`src/rtl/sup_ctrl_pkg.sv`:
```
package sup_ctrl_pkg;

    // status word, bit 0 first: s=0, et=1, ps=2, ux=3, kx=4, spare=7:5
    typedef struct packed {
        logic [2:0] spare;
        logic       kx;
        logic       ux;
        logic       ps;
        logic       et;
        logic       s;
    } stat_t;

    localparam int STAT_W  = $bits(stat_t);
    localparam int NUM_W   = 5;

    typedef enum logic [NUM_W-1:0] {
        NUM_STATUS   = 5'd0,
        NUM_EPC      = 5'd1,
        NUM_BADVA    = 5'd2,
        NUM_EBASE    = 5'd3,
        NUM_MEMPG    = 5'd8,
        NUM_TOHOST   = 5'd16,
        NUM_FROMHOST = 5'd17
    } regnum_e;

    // strip width bits when the core has no 64-bit support
    function automatic stat_t scrub(input stat_t v, input logic wide_ok);
        stat_t r;
        r = v;
        if (!wide_ok) begin
            r.kx = 1'b0;
            r.ux = 1'b0;
        end
        return r;
    endfunction

    // status after a normal trap entry
    function automatic stat_t enter_trap(input stat_t old);
        stat_t r;
        r    = old;
        r.et = 1'b0;
        r.ps = old.s;
        r.s  = 1'b1;
        return r;
    endfunction

endpackage

```
`src/rtl/sup_ctrl_width.sv`:
```
module sup_ctrl_width #(
    parameter int XLEN = 64,
    parameter int HALF = 32
) (
    input  logic            s_bit,
    input  logic            kx_bit,
    input  logic            ux_bit,
    input  logic [XLEN-1:0] wr_raw,
    input  logic [XLEN-1:0] rd_raw,
    output logic            wide,
    output logic [XLEN-1:0] wr_val,
    output logic [XLEN-1:0] rd_val
);
    localparam int EXT = XLEN - HALF;

    assign wide = s_bit ? kx_bit : ux_bit;

    generate
        if (EXT > 0) begin : g_ext
            assign wr_val = wide ? wr_raw : {{EXT{wr_raw[HALF-1]}}, wr_raw[HALF-1:0]};
            assign rd_val = wide ? rd_raw : {{EXT{rd_raw[HALF-1]}}, rd_raw[HALF-1:0]};
        end else begin : g_flat
            assign wr_val = wr_raw;
            assign rd_val = rd_raw;
        end
    endgenerate
endmodule

```
`src/rtl/sup_ctrl_status.sv`:
```
module sup_ctrl_status
    import sup_ctrl_pkg::*;
#(
    parameter bit HAS_WIDE = 1'b1
) (
    input  logic              clk,
    input  logic              rst,
    input  logic              wr_stat,
    input  logic [STAT_W-1:0] wr_bits,
    input  logic              trap_take,
    input  logic              trap_err,
    output stat_t             stat_q,
    output logic              err_q
);
    localparam stat_t RESET_STAT = stat_t'({3'b000, HAS_WIDE, 4'b0001});

    always_ff @(posedge clk) begin
        if (rst) begin
            stat_q <= RESET_STAT;
            err_q  <= 1'b0;
        end else begin
            if (trap_take)
                stat_q <= scrub(enter_trap(stat_q), HAS_WIDE);
            else if (wr_stat)
                stat_q <= scrub(stat_t'(wr_bits), HAS_WIDE);
            if (trap_err)
                err_q <= 1'b1;
        end
    end
endmodule

```
`src/rtl/sup_ctrl_store.sv`:
```
module sup_ctrl_store
    import sup_ctrl_pkg::*;
#(
    parameter int XLEN       = 64,
    parameter int PAGE_SHIFT = 12
) (
    input  logic             clk,
    input  logic             rst,
    input  logic             wr_go,
    input  logic [NUM_W-1:0] wr_num,
    input  logic [XLEN-1:0]  wr_val,
    input  logic             trap_take,
    input  logic [XLEN-1:0]  trap_pc,
    input  logic [XLEN-1:0]  trap_badva,
    output logic [XLEN-1:0]  epc_q,
    output logic [XLEN-1:0]  badva_q,
    output logic [XLEN-1:0]  ebase_q,
    output logic             tohost_valid,
    output logic [XLEN-1:0]  tohost_data
);
    localparam logic [XLEN-1:0] BASE_KEEP = ~((XLEN'(1) << PAGE_SHIFT) - XLEN'(1));

    always_ff @(posedge clk) begin
        if (rst) begin
            epc_q        <= '0;
            badva_q      <= '0;
            ebase_q      <= '0;
            tohost_valid <= 1'b0;
            tohost_data  <= '0;
        end else begin
            tohost_valid <= 1'b0;
            if (trap_take) begin
                epc_q   <= trap_pc;
                badva_q <= trap_badva;
            end else if (wr_go) begin
                case (regnum_e'(wr_num))
                    NUM_EPC:    epc_q <= wr_val;
                    NUM_EBASE:  ebase_q <= wr_val & BASE_KEEP;
                    NUM_TOHOST: begin
                        tohost_valid <= 1'b1;
                        tohost_data  <= wr_val;
                    end
                    default: ;
                endcase
            end
        end
    end
endmodule

```
`src/rtl/sup_ctrl_regs.sv`:
```
module sup_ctrl_regs
    import sup_ctrl_pkg::*;
#(
    parameter int              XLEN       = 64,
    parameter int              HALF       = 32,
    parameter int              PAGE_SHIFT = 12,
    parameter bit              HAS_WIDE   = 1'b1,
    parameter logic [XLEN-1:0] MEM_BYTES  = XLEN'(32'h1000_0000)
) (
    input  logic            clk,
    input  logic            rst,
    input  logic            rd_en,
    input  logic [4:0]      rd_num,
    output logic [XLEN-1:0] rd_data,
    input  logic            wr_en,
    input  logic [4:0]      wr_num,
    input  logic [XLEN-1:0] wr_data,
    input  logic            trap_valid,
    input  logic [XLEN-1:0] trap_pc,
    input  logic [XLEN-1:0] trap_badva,
    input  logic [XLEN-1:0] fromhost_data,
    output logic            tohost_valid,
    output logic [XLEN-1:0] tohost_data,
    output logic            wide_mode,
    output logic            priv_fault,
    output logic            err_mode
);
    localparam logic [XLEN-1:0] MEM_PAGES = MEM_BYTES >> PAGE_SHIFT;

    stat_t            stat_q;
    logic             err_q;
    logic [XLEN-1:0]  epc_q, badva_q, ebase_q;
    logic [XLEN-1:0]  wr_val, rd_raw, rd_val;
    logic             wide;
    logic             trap_take, trap_err, wr_go, wr_stat;

    assign trap_take = trap_valid &  stat_q.et;
    assign trap_err  = trap_valid & ~stat_q.et;
    assign wr_go     = wr_en & stat_q.s & ~trap_valid;
    assign wr_stat   = wr_go & (regnum_e'(wr_num) == NUM_STATUS);

    sup_ctrl_width #(.XLEN(XLEN), .HALF(HALF)) u_width (
        .s_bit  (stat_q.s),
        .kx_bit (stat_q.kx),
        .ux_bit (stat_q.ux),
        .wr_raw (wr_data),
        .rd_raw (rd_raw),
        .wide   (wide),
        .wr_val (wr_val),
        .rd_val (rd_val)
    );

    sup_ctrl_status #(.HAS_WIDE(HAS_WIDE)) u_status (
        .clk       (clk),
        .rst       (rst),
        .wr_stat   (wr_stat),
        .wr_bits   (wr_val[STAT_W-1:0]),
        .trap_take (trap_take),
        .trap_err  (trap_err),
        .stat_q    (stat_q),
        .err_q     (err_q)
    );

    sup_ctrl_store #(.XLEN(XLEN), .PAGE_SHIFT(PAGE_SHIFT)) u_store (
        .clk          (clk),
        .rst          (rst),
        .wr_go        (wr_go),
        .wr_num       (wr_num),
        .wr_val       (wr_val),
        .trap_take    (trap_take),
        .trap_pc      (trap_pc),
        .trap_badva   (trap_badva),
        .epc_q        (epc_q),
        .badva_q      (badva_q),
        .ebase_q      (ebase_q),
        .tohost_valid (tohost_valid),
        .tohost_data  (tohost_data)
    );

    always_comb begin
        case (regnum_e'(rd_num))
            NUM_STATUS:   rd_raw = XLEN'(stat_q);
            NUM_EPC:      rd_raw = epc_q;
            NUM_BADVA:    rd_raw = badva_q;
            NUM_EBASE:    rd_raw = ebase_q;
            NUM_MEMPG:    rd_raw = MEM_PAGES;
            NUM_FROMHOST: rd_raw = fromhost_data;
            default:      rd_raw = '1;
        endcase
    end

    assign rd_data    = rd_val;
    assign wide_mode  = wide;
    assign priv_fault = (rd_en | wr_en) & ~stat_q.s;
    assign err_mode   = err_q;
endmodule

```
`config.mk`:
```
export PLATFORM = sky130hd
export DESIGN_NAME = sup_ctrl_regs
export DESIGN_NICKNAME = d
export VERILOG_FILES = /design/src/rtl/sup_ctrl_pkg.sv /design/src/rtl/sup_ctrl_width.sv /design/src/rtl/sup_ctrl_status.sv /design/src/rtl/sup_ctrl_store.sv /design/src/rtl/sup_ctrl_regs.sv
export SDC_FILE = /design/constraint.sdc
export NUM_CORES = 1
export LEC_CHECK = 0
export ABC_AREA = 1
export BUFFER_PORTS_ARGS = -buffer_cell sky130_fd_sc_hd__buf_2
export CORE_MARGIN = 2
export CORE_UTILIZATION = 39
export DETAILED_ROUTE_END_ITERATION = 7
export PLACE_DENSITY = 0.62
export RECOVER_POWER = 100
export SYNTH_ARGS = -nofsm -noshare
export SYNTH_HDL_FRONTEND = slang
export SYNTH_SLANG_ARGS = --single-unit
```
`constraint.sdc`:
```
create_clock -name clk -period 4.26 [get_ports clk]
set_clock_uncertainty 0.15 [all_clocks]
set_input_delay 0.639 -clock clk [delete_from_list [all_inputs] [get_ports clk]]
set_output_delay 0.639 -clock clk [all_outputs]
set_load 0.005 [all_outputs]
```
==> qor.csv <==
stage,metric,value,unit
cells_and_area,num-nets-final,2505,
clock_tree,cts.sinks,254,
routing,dr.pass1.iters,5,
cells_and_area,layout-drive-gt1-share,20.13,%
logic_synthesis,syn_nets,2205,
timing,finalCritPeriodShare,89.77,%
routing,vias,14164,
run_status,failed_checks,"capacitance limit, slew limit",
cells_and_area,fin_cells,2704,
pwr,pwr_density_cell,362.9,mW/mm²
floorplan,die_w,184.7,µm
global_route,grt_use_total,29.35,%
clock_tree,path_clk_slew,0.06,ns
global_route,grt_max_degree,93,
timing,period_minus_slack,3.824,ns
cells_and_area,nFillCells,3571,
logic_synthesis,yosysTopAreaCellShare,39.93,%
critical_path,critPathSlowestCell,clkbuf_2,
critical_path,cp_cell_sequence,buf_2 > inv_4 > nor2_4 > nand2_1 > nand4_4 > clkbuf_2 > nand4_1 > buf_2,
logic_synthesis,ys_seq_area_share,39.93,%
logic_synthesis,synth_cells,1934,
logic_synthesis,ys_ff_latch,254,
clock_tree,clk_latency,0.57,ns
timing,finalMaxSlewViolations,190,
timing,finalHoldViolCount,0,
clock_tree,cts.repair.resized,0,
run,maxCapViolations,3,
routing,wire_per_inst,19.02,µm
timing,max_freq,0.2615,GHz
routing,dr.first_iter.drc_count,944,
critical_path,critPathMaxStageDelay,0.72,ns
critical_path,startpoint_type,input pin,
placement,hpwlAfterDp,37410,µm
floorplan,ios,403,
logic_synthesis,syn_avg_cell_area,6.585,µm²
global_route,grt_use_met1,32.47,%
hold_path,worstHoldPathType,input pin to register,
timing,slew_headroom,-50.47,%
cells_and_area,syn2layout_area_growth,22.68,%
pwr,power_leakage,0.006808,µW
clock_tree,clk_path_buf_depth,3,
cells_and_area,final_common_cell,nor2_1,
routing,wirelength,51440,µm
timing,setup_viol,0,
global_route,use_met3,5.434,%
global_route,antenna_found_initial,6,
logic_synthesis,yosys_warnings,0,
logic_synthesis,synth.distinct_cells,28,
clock_tree,cts_setup_buffers,0,
critical_path,critPathKind,input pin to primary output,
critical_path,critPathArrivalTime,3.04,ns
placement,dp.cells,2644,
global_route,gr-total-overflow,0,
cells_and_area,final_util,48.27,%
clock_tree,cts_made_buffers,30,
critical_path,path_delay_family,buffers and inverters,
placement,port_buffers,402,
routing,drtAntennaViolNets,0,
timing,tightest_slew,2.257,ns
routing,drc,0,
placement,place.gp.congestion,0.9415,
run_status,outcome,finished with violations,
logic_synthesis,synth_area_leaders,"dfxtp_1, nor2_1, nand2_1",
floorplan,core-area,0.03237,mm²
global_route,grt_pass1_wl,77140,µm
floorplan,row_count,66,
floorplan,start_util,39.34,%
clock_tree,htree_levels,1,
critical_path,cpMostUsedCell,buf_2,
floorplan,die_area,0.03412,mm²
clock_tree,cts_root_buf,clkbuf_16,
critical_path,endpoint_kind,primary output,
global_route,busiest_layer,met2,
critical_path,crit_fanout,37,
floorplan,die_height,184.7,µm
timing,rsz0062_at_grt,no,
clock_tree,postCtsHoldBufs,0,
timing,final.setup.tns,0,ns
critical_path,critical_path_buf_inv_count,4,
logic_synthesis,synth_largest_area_cell,dfxtp_1,
routing,routed_via_density,5.238,
logic_synthesis,synth_area,0.01274,mm²
clock_tree,cts_tree,yes,
cells_and_area,final_cell_mix,"nor2_1, nand2_1, buf_2",
pwr,ir_drop,0.0003071,V
global_route,grt_pass1_vias,13822,
critical_path,cp.required,3.47,ns
global_route,gr-usage-met2,53.59,%
-- worst paths after layout --
check	startpoint	to	slack (ns)	cells past startpoint
setup / recovery	rd_num[0]	rd_data[27]	0.44	8
hold / removal	rst	u_status.err_q	0.18	2
setup reg to reg	u_status.stat_q[0]	u_store.tohost_data[61]	0.89	6
hold reg to reg	u_store.tohost_data[52]	u_store.tohost_data[52]	0.33	2
-- worst reg2reg max path: cells and delay by family, from the launching register on --
kind | cells | cell delay (ns)
DFF | 1 | 0.49
buffers and inverters | 1 | 1.59
and+or+nand+nor | 5 | 1.07
-- cells by family (layout without fill, tap and decap cells) --
group / count (synthesis) / after routing / share of synthesized area [%]
buffers and inverters: 225 / 546 / 8.360
and+or+nand+nor: 1152 / 1152 / 39.68
DFF: 254 / 254 / 39.93
other: 0 / 7 / 0
AOI/OAI and AO/OA: 303 / 303 / 12.03
-- synthesized netlist by cell type --
library cell,n
a21oi_1,32
a21oi_4,1
buf_1,14
buf_2,53
buf_4,23
buf_6,8
clkbuf_1,63
dfxtp_1,254
inv_1,54
inv_2,8
inv_4,1
inv_6,1
nand2_1,360
nand2_2,5
nand3_1,40
nand3_2,3
nand4_1,165
nand4_4,2
nor2_1,511
nor2_2,1
nor2_4,3
nor3_1,19
nor3_2,10
nor3b_2,1
o211ai_1,2
o21ai_0,201
o21ai_1,67
or2_2,32
-- stage by stage --
| stage | total power [µW] | area, µm² | setup slack [ns] | hold WS [ns] |
|---|---|---|---|---|
| 6_report | 5670 | 15630 | 0.4359 | 0.1839 |
| 5_1_grt | 5872 | 15610 | 0.2915 | 0.1766 |
| 4_1_cts | 5720 | 15770 | 0.7036 | 0.1644 |
| 3_5_place_dp | 3019 | 14720 | 0.7132 | 0.3133 |
| 3_3_place_gp | 3017 | 14720 | 0.8249 | 0.3011 |
| 2_1_floorplan | 2735 | 12740 | 1.799 | 0.3000 |
-- final cells by class --
| cell class | count | area, µm² | share of cell area, % |
|---|---|---|---|
| Multi-Input combinational cell | 1455 | 6564 | 42.01 |
| Sequential cell | 254 | 5085 | 32.54 |
| Timing Repair Buffer | 429 | 2110 | 13.50 |
| Clock buffer | 44 | 913.4 | 5.846 |
| Tap cell | 442 | 553.0 | 3.539 |
| Inverter | 64 | 247.7 | 1.586 |
| Clock inverter | 9 | 135.1 | 0.8648 |
| Antenna cell | 7 | 17.52 | 0.1121 |
-- power by group --
part           internal, µW  switching, µW
logic                   201            352
registers              2390           12.5
clock network          1650           1060
total                  4250           1420
-- metal layers --
layer	up-vias	routed length, µm
met4	4	2660
met1	6533	19410
met5	-	23
met3	127	3635
met2	547	25700
li1	6953	-
-- flip-flops by register name, indices dropped and copies added (netlist names) --
name                  cells
u_store.tohost_data      64
u_store.tohost_valid      1
u_status.err_q            1
u_store.badva_q          64
u_store.ebase_q          52
u_store.epc_q            64
u_status.stat_q           8
No activity file was read; power rests on OpenSTA's default activity.
